**config.mk**
```make
export PLATFORM = sky130hd
export DESIGN_NAME = dma_desc_ctrl
export DESIGN_NICKNAME = d
export VERILOG_FILES = /design/src/rtl/dma_desc_pkg.sv /design/src/rtl/desc_ctrl_regs.sv /design/src/rtl/desc_fifo.sv /design/src/rtl/dma_desc_ctrl.sv
export SDC_FILE = /design/constraint.sdc
export NUM_CORES = 2
export LEC_CHECK = 0
export ABC_AREA = 1
export BUFFER_PORTS_ARGS = -buffer_cell sky130_fd_sc_hd__buf_2
export CAP_MARGIN = 0
export CORE_UTILIZATION = 45
export DETAILED_ROUTE_END_ITERATION = 12
export MAX_ROUTING_LAYER = met4
export PLACE_DENSITY = 0.63
export SETUP_SLACK_MARGIN = 0.1
export SLEW_MARGIN = 30
export SYNTH_ARGS = -nofsm -noshare
export SYNTH_HDL_FRONTEND = slang
export SYNTH_HIERARCHICAL = 1
export SYNTH_SLANG_ARGS = --single-unit
```
**constraint.sdc**
```tcl
create_clock -name clk -period 10.5 [get_ports clk]
set_input_delay 1.575 -clock clk [delete_from_list [all_inputs] [get_ports clk]]
set_output_delay 1.575 -clock clk [all_outputs]
set_load 0.01 [all_outputs]
```
**src/rtl/dma_desc_pkg.sv**
```systemverilog
package dma_desc_pkg;
  typedef enum logic [2:0] {
    ST_IDLE,
    ST_FETCH,
    ST_DISPATCH,
    ST_WAIT_DONE,
    ST_REPORT
  } ctrl_state_t;
endpackage

```
**src/rtl/desc_ctrl_regs.sv**
```systemverilog
module desc_ctrl_regs #(
  parameter int ADDR_W = 32,
  parameter int DEPTH  = 16,
  localparam int CNT_W = $clog2(DEPTH + 1)
) (
  input  logic              clk,
  input  logic              rst,
  input  logic              reg_wr,
  input  logic [1:0]        reg_addr,
  input  logic [31:0]       reg_wdata,
  output logic [ADDR_W-1:0] tbl_addr,
  output logic [CNT_W-1:0]  ent_cnt,
  output logic              start_req
);
  always_ff @(posedge clk) begin
    if (rst) begin
      tbl_addr  <= '0;
      ent_cnt   <= '0;
      start_req <= 1'b0;
    end else begin
      start_req <= reg_wr && (reg_addr == 2'd2) && reg_wdata[0];
      if (reg_wr && reg_addr == 2'd0)
        tbl_addr <= reg_wdata[ADDR_W-1:0];
      if (reg_wr && reg_addr == 2'd1) begin
        // counts above the FIFO depth are held at the depth
        if (reg_wdata > 32'(DEPTH)) ent_cnt <= CNT_W'(DEPTH);
        else                        ent_cnt <= CNT_W'(reg_wdata);
      end
    end
  end

  assert_cnt_cap_R9: assert property (@(posedge clk) disable iff (rst)
    ent_cnt <= CNT_W'(DEPTH));
endmodule

```
**src/rtl/desc_fifo.sv**
```systemverilog
module desc_fifo #(
  parameter int W     = 93,
  parameter int DEPTH = 16,
  localparam int AW    = $clog2(DEPTH),
  localparam int CNT_W = $clog2(DEPTH + 1)
) (
  input  logic         clk,
  input  logic         rst,
  input  logic         clr,
  input  logic         push,
  input  logic [W-1:0] din,
  input  logic         pop,
  output logic [W-1:0] dout,
  output logic         empty,
  output logic         full
);
  logic [W-1:0]     mem [DEPTH];
  logic [AW-1:0]    wp, rp;
  logic [CNT_W-1:0] cnt;

  assign empty = (cnt == '0);
  assign full  = (cnt == CNT_W'(DEPTH));

  // storage without reset, registered read: block RAM friendly
  always_ff @(posedge clk) begin
    if (push && !full) mem[wp] <= din;
    if (pop && !empty) dout <= mem[rp];
  end

  always_ff @(posedge clk) begin
    if (rst || clr) begin
      wp  <= '0;
      rp  <= '0;
      cnt <= '0;
    end else begin
      if (push && !full) wp <= (wp == AW'(DEPTH - 1)) ? '0 : wp + 1'b1;
      if (pop && !empty) rp <= (rp == AW'(DEPTH - 1)) ? '0 : rp + 1'b1;
      cnt <= cnt + CNT_W'(push && !full) - CNT_W'(pop && !empty);
    end
  end

  assert_no_overflow_R3: assert property (@(posedge clk) disable iff (rst)
    cnt <= CNT_W'(DEPTH));
endmodule

```
**src/rtl/dma_desc_ctrl.sv**
```systemverilog
module dma_desc_ctrl
  import dma_desc_pkg::*;
#(
  parameter int ADDR_W = 32,
  parameter int LEN_W  = 20,
  parameter int ID_W   = 8,
  parameter int DEPTH  = 16,
  parameter int MAX_DW = 262143,
  localparam int DESC_W  = 2 * ADDR_W + LEN_W + ID_W + 1,
  localparam int DESC_DW = (DESC_W + 31) / 32,
  localparam int CNT_W   = $clog2(DEPTH + 1)
) (
  input  logic              clk,
  input  logic              rst,
  input  logic              reg_wr,
  input  logic [1:0]        reg_addr,
  input  logic [31:0]       reg_wdata,
  input  logic              tbl_wr_valid,
  input  logic [DESC_W-1:0] tbl_wr_data,
  input  logic              rd_done,
  input  logic              wr_done,
  output logic              rd_cmd_valid,
  output logic              wr_cmd_valid,
  output logic              cmd_fetch,
  output logic [ADDR_W-1:0] cmd_src,
  output logic [ADDR_W-1:0] cmd_dst,
  output logic [LEN_W-1:0]  cmd_len,
  output logic              sts_valid,
  output logic [ID_W-1:0]   sts_id,
  output logic              sts_err,
  output logic              msi_req
);
  localparam int DST_LO = ADDR_W;
  localparam int LEN_LO = 2 * ADDR_W;
  localparam int ID_LO  = LEN_LO + LEN_W;
  localparam int SEL_B  = ID_LO + ID_W;

  ctrl_state_t       state;
  logic [ADDR_W-1:0] tbl_addr;
  logic [CNT_W-1:0]  ent_cnt;
  logic              start_req, start_ok;
  logic [DESC_W-1:0] head;
  logic              fifo_empty, fifo_full, fifo_pop;
  logic              head_pend, rep_phase, run_err, cur_sel;
  logic [ID_W-1:0]   cur_id, last_id;
  logic [LEN_W-1:0]  head_len;
  logic              head_bad;

  desc_ctrl_regs #(.ADDR_W(ADDR_W), .DEPTH(DEPTH)) u_regs (
    .clk, .rst, .reg_wr, .reg_addr, .reg_wdata,
    .tbl_addr, .ent_cnt, .start_req
  );

  // a start counts only in idle with a non-zero entry count
  assign start_ok = start_req && (state == ST_IDLE) && (ent_cnt != '0);
  assign fifo_pop = (state == ST_DISPATCH) && !head_pend && !fifo_empty;

  desc_fifo #(.W(DESC_W), .DEPTH(DEPTH)) u_fifo (
    .clk, .rst,
    .clr  (start_ok),
    .push (tbl_wr_valid && (state == ST_FETCH)),
    .din  (tbl_wr_data),
    .pop  (fifo_pop),
    .dout (head),
    .empty(fifo_empty),
    .full (fifo_full)
  );

  assign head_len = head[ID_LO-1:LEN_LO];
  assign head_bad = (head_len == '0) || (head_len > LEN_W'(MAX_DW));

  always_ff @(posedge clk) begin
    if (rst) begin
      state        <= ST_IDLE;
      rd_cmd_valid <= 1'b0;
      wr_cmd_valid <= 1'b0;
      cmd_fetch    <= 1'b0;
      cmd_src      <= '0;
      cmd_dst      <= '0;
      cmd_len      <= '0;
      sts_valid    <= 1'b0;
      sts_id       <= '0;
      sts_err      <= 1'b0;
      msi_req      <= 1'b0;
      head_pend    <= 1'b0;
      rep_phase    <= 1'b0;
      run_err      <= 1'b0;
      cur_sel      <= 1'b0;
      cur_id       <= '0;
      last_id      <= '0;
    end else begin
      rd_cmd_valid <= 1'b0;
      wr_cmd_valid <= 1'b0;
      sts_valid    <= 1'b0;
      msi_req      <= 1'b0;
      unique case (state)
        ST_IDLE: if (start_ok) begin
          rd_cmd_valid <= 1'b1;
          cmd_fetch    <= 1'b1;
          cmd_src      <= tbl_addr;
          cmd_dst      <= '0;
          cmd_len      <= LEN_W'(ent_cnt * DESC_DW);
          run_err      <= 1'b0;
          last_id      <= '0;
          state        <= ST_FETCH;
        end
        ST_FETCH: if (rd_done) begin
          head_pend <= 1'b0;
          state     <= ST_DISPATCH;
        end
        ST_DISPATCH: begin
          if (head_pend) begin
            head_pend <= 1'b0;
            if (head_bad) begin
              run_err <= 1'b1;
            end else begin
              rd_cmd_valid <= !head[SEL_B];
              wr_cmd_valid <= head[SEL_B];
              cmd_fetch    <= 1'b0;
              cmd_src      <= head[DST_LO-1:0];
              cmd_dst      <= head[LEN_LO-1:DST_LO];
              cmd_len      <= head_len;
              cur_sel      <= head[SEL_B];
              cur_id       <= head[SEL_B-1:ID_LO];
              state        <= ST_WAIT_DONE;
            end
          end else if (fifo_empty) begin
            rep_phase <= 1'b0;
            state     <= ST_REPORT;
          end else begin
            head_pend <= 1'b1;
          end
        end
        ST_WAIT_DONE: if (cur_sel ? wr_done : rd_done) begin
          last_id <= cur_id;
          state   <= ST_DISPATCH;
        end
        ST_REPORT: begin
          if (!rep_phase) begin
            sts_valid <= 1'b1;
            sts_id    <= last_id;
            sts_err   <= run_err;
            rep_phase <= 1'b1;
          end else begin
            msi_req <= 1'b1;
            state   <= ST_IDLE;
          end
        end
        default: state <= ST_IDLE;
      endcase
    end
  end

  assert_one_engine_R5: assert property (@(posedge clk) disable iff (rst)
    !(rd_cmd_valid && wr_cmd_valid));
  assert_len_range_R6: assert property (@(posedge clk) disable iff (rst)
    (wr_cmd_valid || (rd_cmd_valid && !cmd_fetch)) |->
      (cmd_len != '0 && cmd_len <= LEN_W'(MAX_DW)));
  assert_msi_after_sts_R7: assert property (@(posedge clk) disable iff (rst)
    msi_req |-> $past(sts_valid));
  assert_fetch_from_idle_R8: assert property (@(posedge clk) disable iff (rst)
    (state == ST_FETCH && $past(state) != ST_FETCH) |-> $past(state) == ST_IDLE);
  assert_fetch_full_R3: assert property (@(posedge clk) disable iff (rst)
    (tbl_wr_valid && state == ST_FETCH) |-> !fifo_full);
endmodule

```
---- Word level (Yosys, flattened, before mapping) ----
Memory sizes are Yosys's and may differ from the RTL's. A register that Yosys moved wholly into a read port is not among the register bits.
Index checks and enable logic that the tools add are counted.
storage, ports and cells
  memories ................................ 1
  memory bits (writable) .................. 1488
  register bits ........................... 172
  bits of input ports ..................... 133
memory list
  name        words  bits a word  read ports  clocked after Yosys merged registers in  write ports  RTL line         source
  u_fifo.mem  16     93           1           1                                        1            desc_fifo.sv:17  logic [W-1:0] mem [DEPTH];
cells by class
  equality and inequality tests ........... 20
  magnitude comparators ................... 2
  reduce and logical (&&, ||, !) cells .... 36
  $add $sub $neg .......................... 4
  bitwise operators ....................... 5
  muxes and demuxes ....................... 50
  multipliers ............................. 1
operators by type and width
  kind                    number
  $mux W32                6
  $pmux W32 S2            2
  $mux W20                3
  $pmux W20 S2            1
  $gt A32 B5 Y1 const B   1
  $mux W3                 7
  $gt A20 B18 Y1 const B  1
  $logic_not A20 Y1       1
  $mux W1                 19
  $mux W8                 2
  $pmux W8 S2             1
  $pmux W3 S5             1
  $ne A2 B2 Y1 const B    7
  $logic_and A1 B1 Y1     11
  $pmux W1 S2             5
  $reduce_and A3 Y1       3
  $add A4 B1 Y4 const B   2
  $eq A4 B4 Y1 const B    2
  $mux W4                 2
  $reduce_and A4 Y1       2
  $reduce_bool A2 Y1      4
  $mul A5 B2 Y7 const B   1
  $eq A3 B2 Y1 const B    2
  $reduce_and A6 Y1       1
  21 further kinds        31

---- Logic depth before layout (Yosys ltp) ----
  depth in word-level cells ............... 5
  mapped depth ............................ 19

---- Cells and area by module ----
The synthesis kept the hierarchy.
by module, submodules not included
  module          seq. area each (µm²)  cells each  times used  area an instance (µm²)
  desc_fifo       47735.8               6387        1           67337.1
  dma_desc_ctrl   2422.3                830         1           5715.5
  desc_ctrl_regs  760.7                 196         1           1481.4

---- Worst setup path after synthesis ----
Ideal clock, no wire load.
  kind .................................... input to register
  from .................................... input port tbl_wr_valid
  to ...................................... memory u_fifo.mem[0][0], enable pin
  path buffers ............................ 0
  setup slack ............................. 3.955 ns
  data arrival time ....................... 6.000 ns
  stages .................................. 5
  data required time ...................... 9.955 ns
  cells stage by stage .................... and3_1 > nand2_1 > inv_1 > nand2_1 > nor2_1
between the ends
  word-level cells in the longest chain between the ends .. 4
RTL lines
  element                        RTL line             source
  from (decl)                    dma_desc_ctrl.sv:18  input logic tbl_wr_valid,
  $logic_and A1 B1 Y1            dma_desc_ctrl.sv:61  .push (tbl_wr_valid && (state == ST_FETCH)),
  $logic_and A1 B1 Y1            desc_fifo.sv:26      if (push && !full) mem[wp] <= din;
  $mux W1                        desc_fifo.sv:26
  $mux W1 (implied by the code)  desc_fifo.sv:26
  to (decl)                      desc_fifo.sv:17
Every way passes these cells.

---- Final worst setup path ----
  from .................................... input port tbl_wr_valid
  to ...................................... memory u_fifo.mem[14][4], enable pin
The elaborated chain is that of the path after synthesis.

==> results.py <==
metrics = {
    "status": {
        "outcome": "complete, no violations",
    },
    "finish": {
        "multi_input_area_sq_mm": 0.0175,
        "final_cell_mix": "2845 x nand2_1, 1581 x edfxtp_1, 1103 x inv_1",
        "areaGrowthSynthToFinish_pct": 11.5,
        "final_common_cell": "nand2_1",
        "final_nets": 7679,
        "fin_area_sq_mm": 0.0831,
        "final_util_pct": 50.8,
        "drive_above_1_share_pct": 8.09,
        "register_area_sq_mm": 0.0509,
        "fillers": 14500,
    },
    "min_path": {
        "hold_path_depth": 2,
        "hp-class": "flop to flop",
        "hp-start": "cmd_len[18]",
        "min_to": "cmd_len[18]",
    },
    "global_routing": {
        "grt_pass1_vias": 47400,
        "grt_start_max_net_pins": 249,
        "grt_usage_pct": 22.9,
        "grt_overflow": 0,
        "grt_pass1_wl_um": 286000,
        "antenna_found_initial": 32,
    },
    "synthesis": {
        "yosys_warnings": 6,
        "synth_area_sq_mm": 0.0745,
        "syn_inst": 7412,
        "syn_area_per_cell_sq_um": 10.1,
        "syn-num-nets": 7566,
    },
    "clock_tree": {
        "cts_buffers": 181,
        "htreeDepth": 4,
        "hold_buffers": 0,
        "cts_resized": 0,
        "cts_sinks": 1753,
        "clock_latency_ps": 820,
        "post_cts_buffers": 0,
        "clock_tree.root_cell": "clkbuf_16",
        "clock_path_buffers": 3,
        "clkTransAtPathRegs_ps": 60,
        "cts_tree": "built",
    },
    "timing": {
        "period_share_pct": 41.1,
        "fin_skew_ps": 34.2,
        "slew_viol_final": 0,
        "max_freq_mhz": 232,
        "setup_violations": 0,
        "worst-slew-pin-transition_ps": 1080,
        "hold_viol_final": 0,
        "finalCriticalPeriod_ps": 4310,
        "maxSlewHeadroom_pct": 28.1,
        "rsz0062_at_grt": "no",
        "tns_ps": 0,
    },
    "critical_path": {
        "critical_path_required_ps": 10970,
        "cp.arrival_ps": 4780,
        "max_stage_delay_ps": 800,
        "critPathLaunchType": "input port",
        "cp_max_fo": 45,
        "critPathSlowestCell": "buf_4",
        "crit_family": "buffers and inverters",
        "crit_path_end_kind": "flop",
        "crit_chain": "buf_2, and3_1, nand2_1, inv_1, nand2_1, nor2_4, buf_4, buf_4",
        "path_class": "input port to flop",
        "regToRegSetupSlack_ps": 6380,
        "reg2regPathDepth": 11,
        "cp_num_buf_inv": 4,
        "r2r_end": "u_fifo/dout[68]",
        "r2r-start": "u_fifo/rp[0]",
    },
    "run": {
        "drv_cap": 0,
    },
    "floorplanning": {
        "initial_core_util_pct": 45.6,
        "rows": 148,
        "coreArea_sq_mm": 0.164,
        "io_pins": 231,
        "die_x_um": 409,
        "die_h_um": 409,
        "die_area_sq_mm": 0.167,
    },
    "placed_design": {
        "placed_area_sq_mm": 0.0773,
        "port_buffers": 230,
        "hpwl_um": 105000,
        "place.gp.congestion": 0.822,
    },
    "route": {
        "routedWlPerCell_um": 19.1,
        "drt-vias-per-instance": 5.06,
        "ant_nets": 0,
        "dr_total_vias": 49900,
        "drc": 0,
        "first_iter_violations": 5024,
        "routed_wl_um": 188000,
        "dr.pass1.iters": 6,
    },
    "power_and_ir_drop": {
        "ir_drop_v": 0.000169,
        "p_leak_nw": 35.3,
        "p_per_area_mw_per_mm2": 170,
    },
}
power breakdown:
group          switching, mW  total, mW  leakage [nW]  internal (mW)
sequential            0.0140       7.62          15.6           7.60
clock                   2.69       6.13          2.76           3.44
combinational          0.277      0.359          17.0         0.0824
metrics by stage:
| stage | hold slack [ps] | instances | setup slack [ps] | total power [mW] |
|---|---|---|---|---|
| floorplan | 426 | 7412 | 3960 | 7.94 |
| global placement | 445 | 9509 | 5230 | 8.11 |
| detailed placement | 449 | 9512 | 5380 | 8.12 |
| CTS | 458 | 9847 | 6260 | 14.2 |
| global route | 474 | 9865 | 6040 | 14.5 |
| finish | 459 | 9869 | 6190 | 14.1 |
worst register-to-register path: stages, from the launching register on:
cell and delay [ps]:
dfxtp_4 460, inv_16 320, buf_16 650, buf_4 910, buf_6 720, nand2_1 170, nand3_1 100, nand2_1 130
nand2_1 90, nand2_1 70, inv_1 60, nand2_1 170
how the worst max path moves through the flow:
| stage | startpoint | endpoint | slack (ps) | cells after the start |
|---|---|---|---|---|
| final | tbl_wr_valid | u_fifo/mem[14][4] | 6190 | 8 |
| after global routing | tbl_wr_valid | u_fifo/mem[14][4] | 6040 | 8 |
| after CTS | tbl_wr_valid | u_fifo/mem[14][4] | 6260 | 8 |
| after detailed placement | tbl_wr_valid | u_fifo/mem[14][4] | 5380 | 8 |
| after global placement | tbl_wr_valid | u_fifo/mem[6][41] | 5230 | 8 |
| after floorplan | tbl_wr_valid | u_fifo/mem[0][0] | 3960 | 5 |
flip-flops by register name (all words and copies together), names as in the netlist, 5 cells and up:
register,flops
u_fifo/mem,1488
cmd_dst,32
cmd_len,20
cmd_src,32
sts_id,8
u_regs/tbl_addr,32
cur_id,8
last_id,8
u_regs/ent_cnt,5
u_fifo/dout,93
u_fifo/cnt,5
layout make-up:
cell class	count	area share, %
multi-input combinational	4141	21.0
clock buffer	263	6.10
antenna	17	0.0512
tap	2175	3.27
timing repair buffer	305	2.33
sequential	1753	61.3
inverter	1143	5.22
clock inverter	72	0.699
per-layer routing:
layer  up-vias  routed length, um  GRT usage [%]
li1      24000                  -              -
met1     23900              84100           32.0
met2      1766              84500           34.3
met3       271              15600           4.61
met4         0               3940           6.10
met5         -                  0              -
No activity file was read; power rests on OpenSTA's default activity.
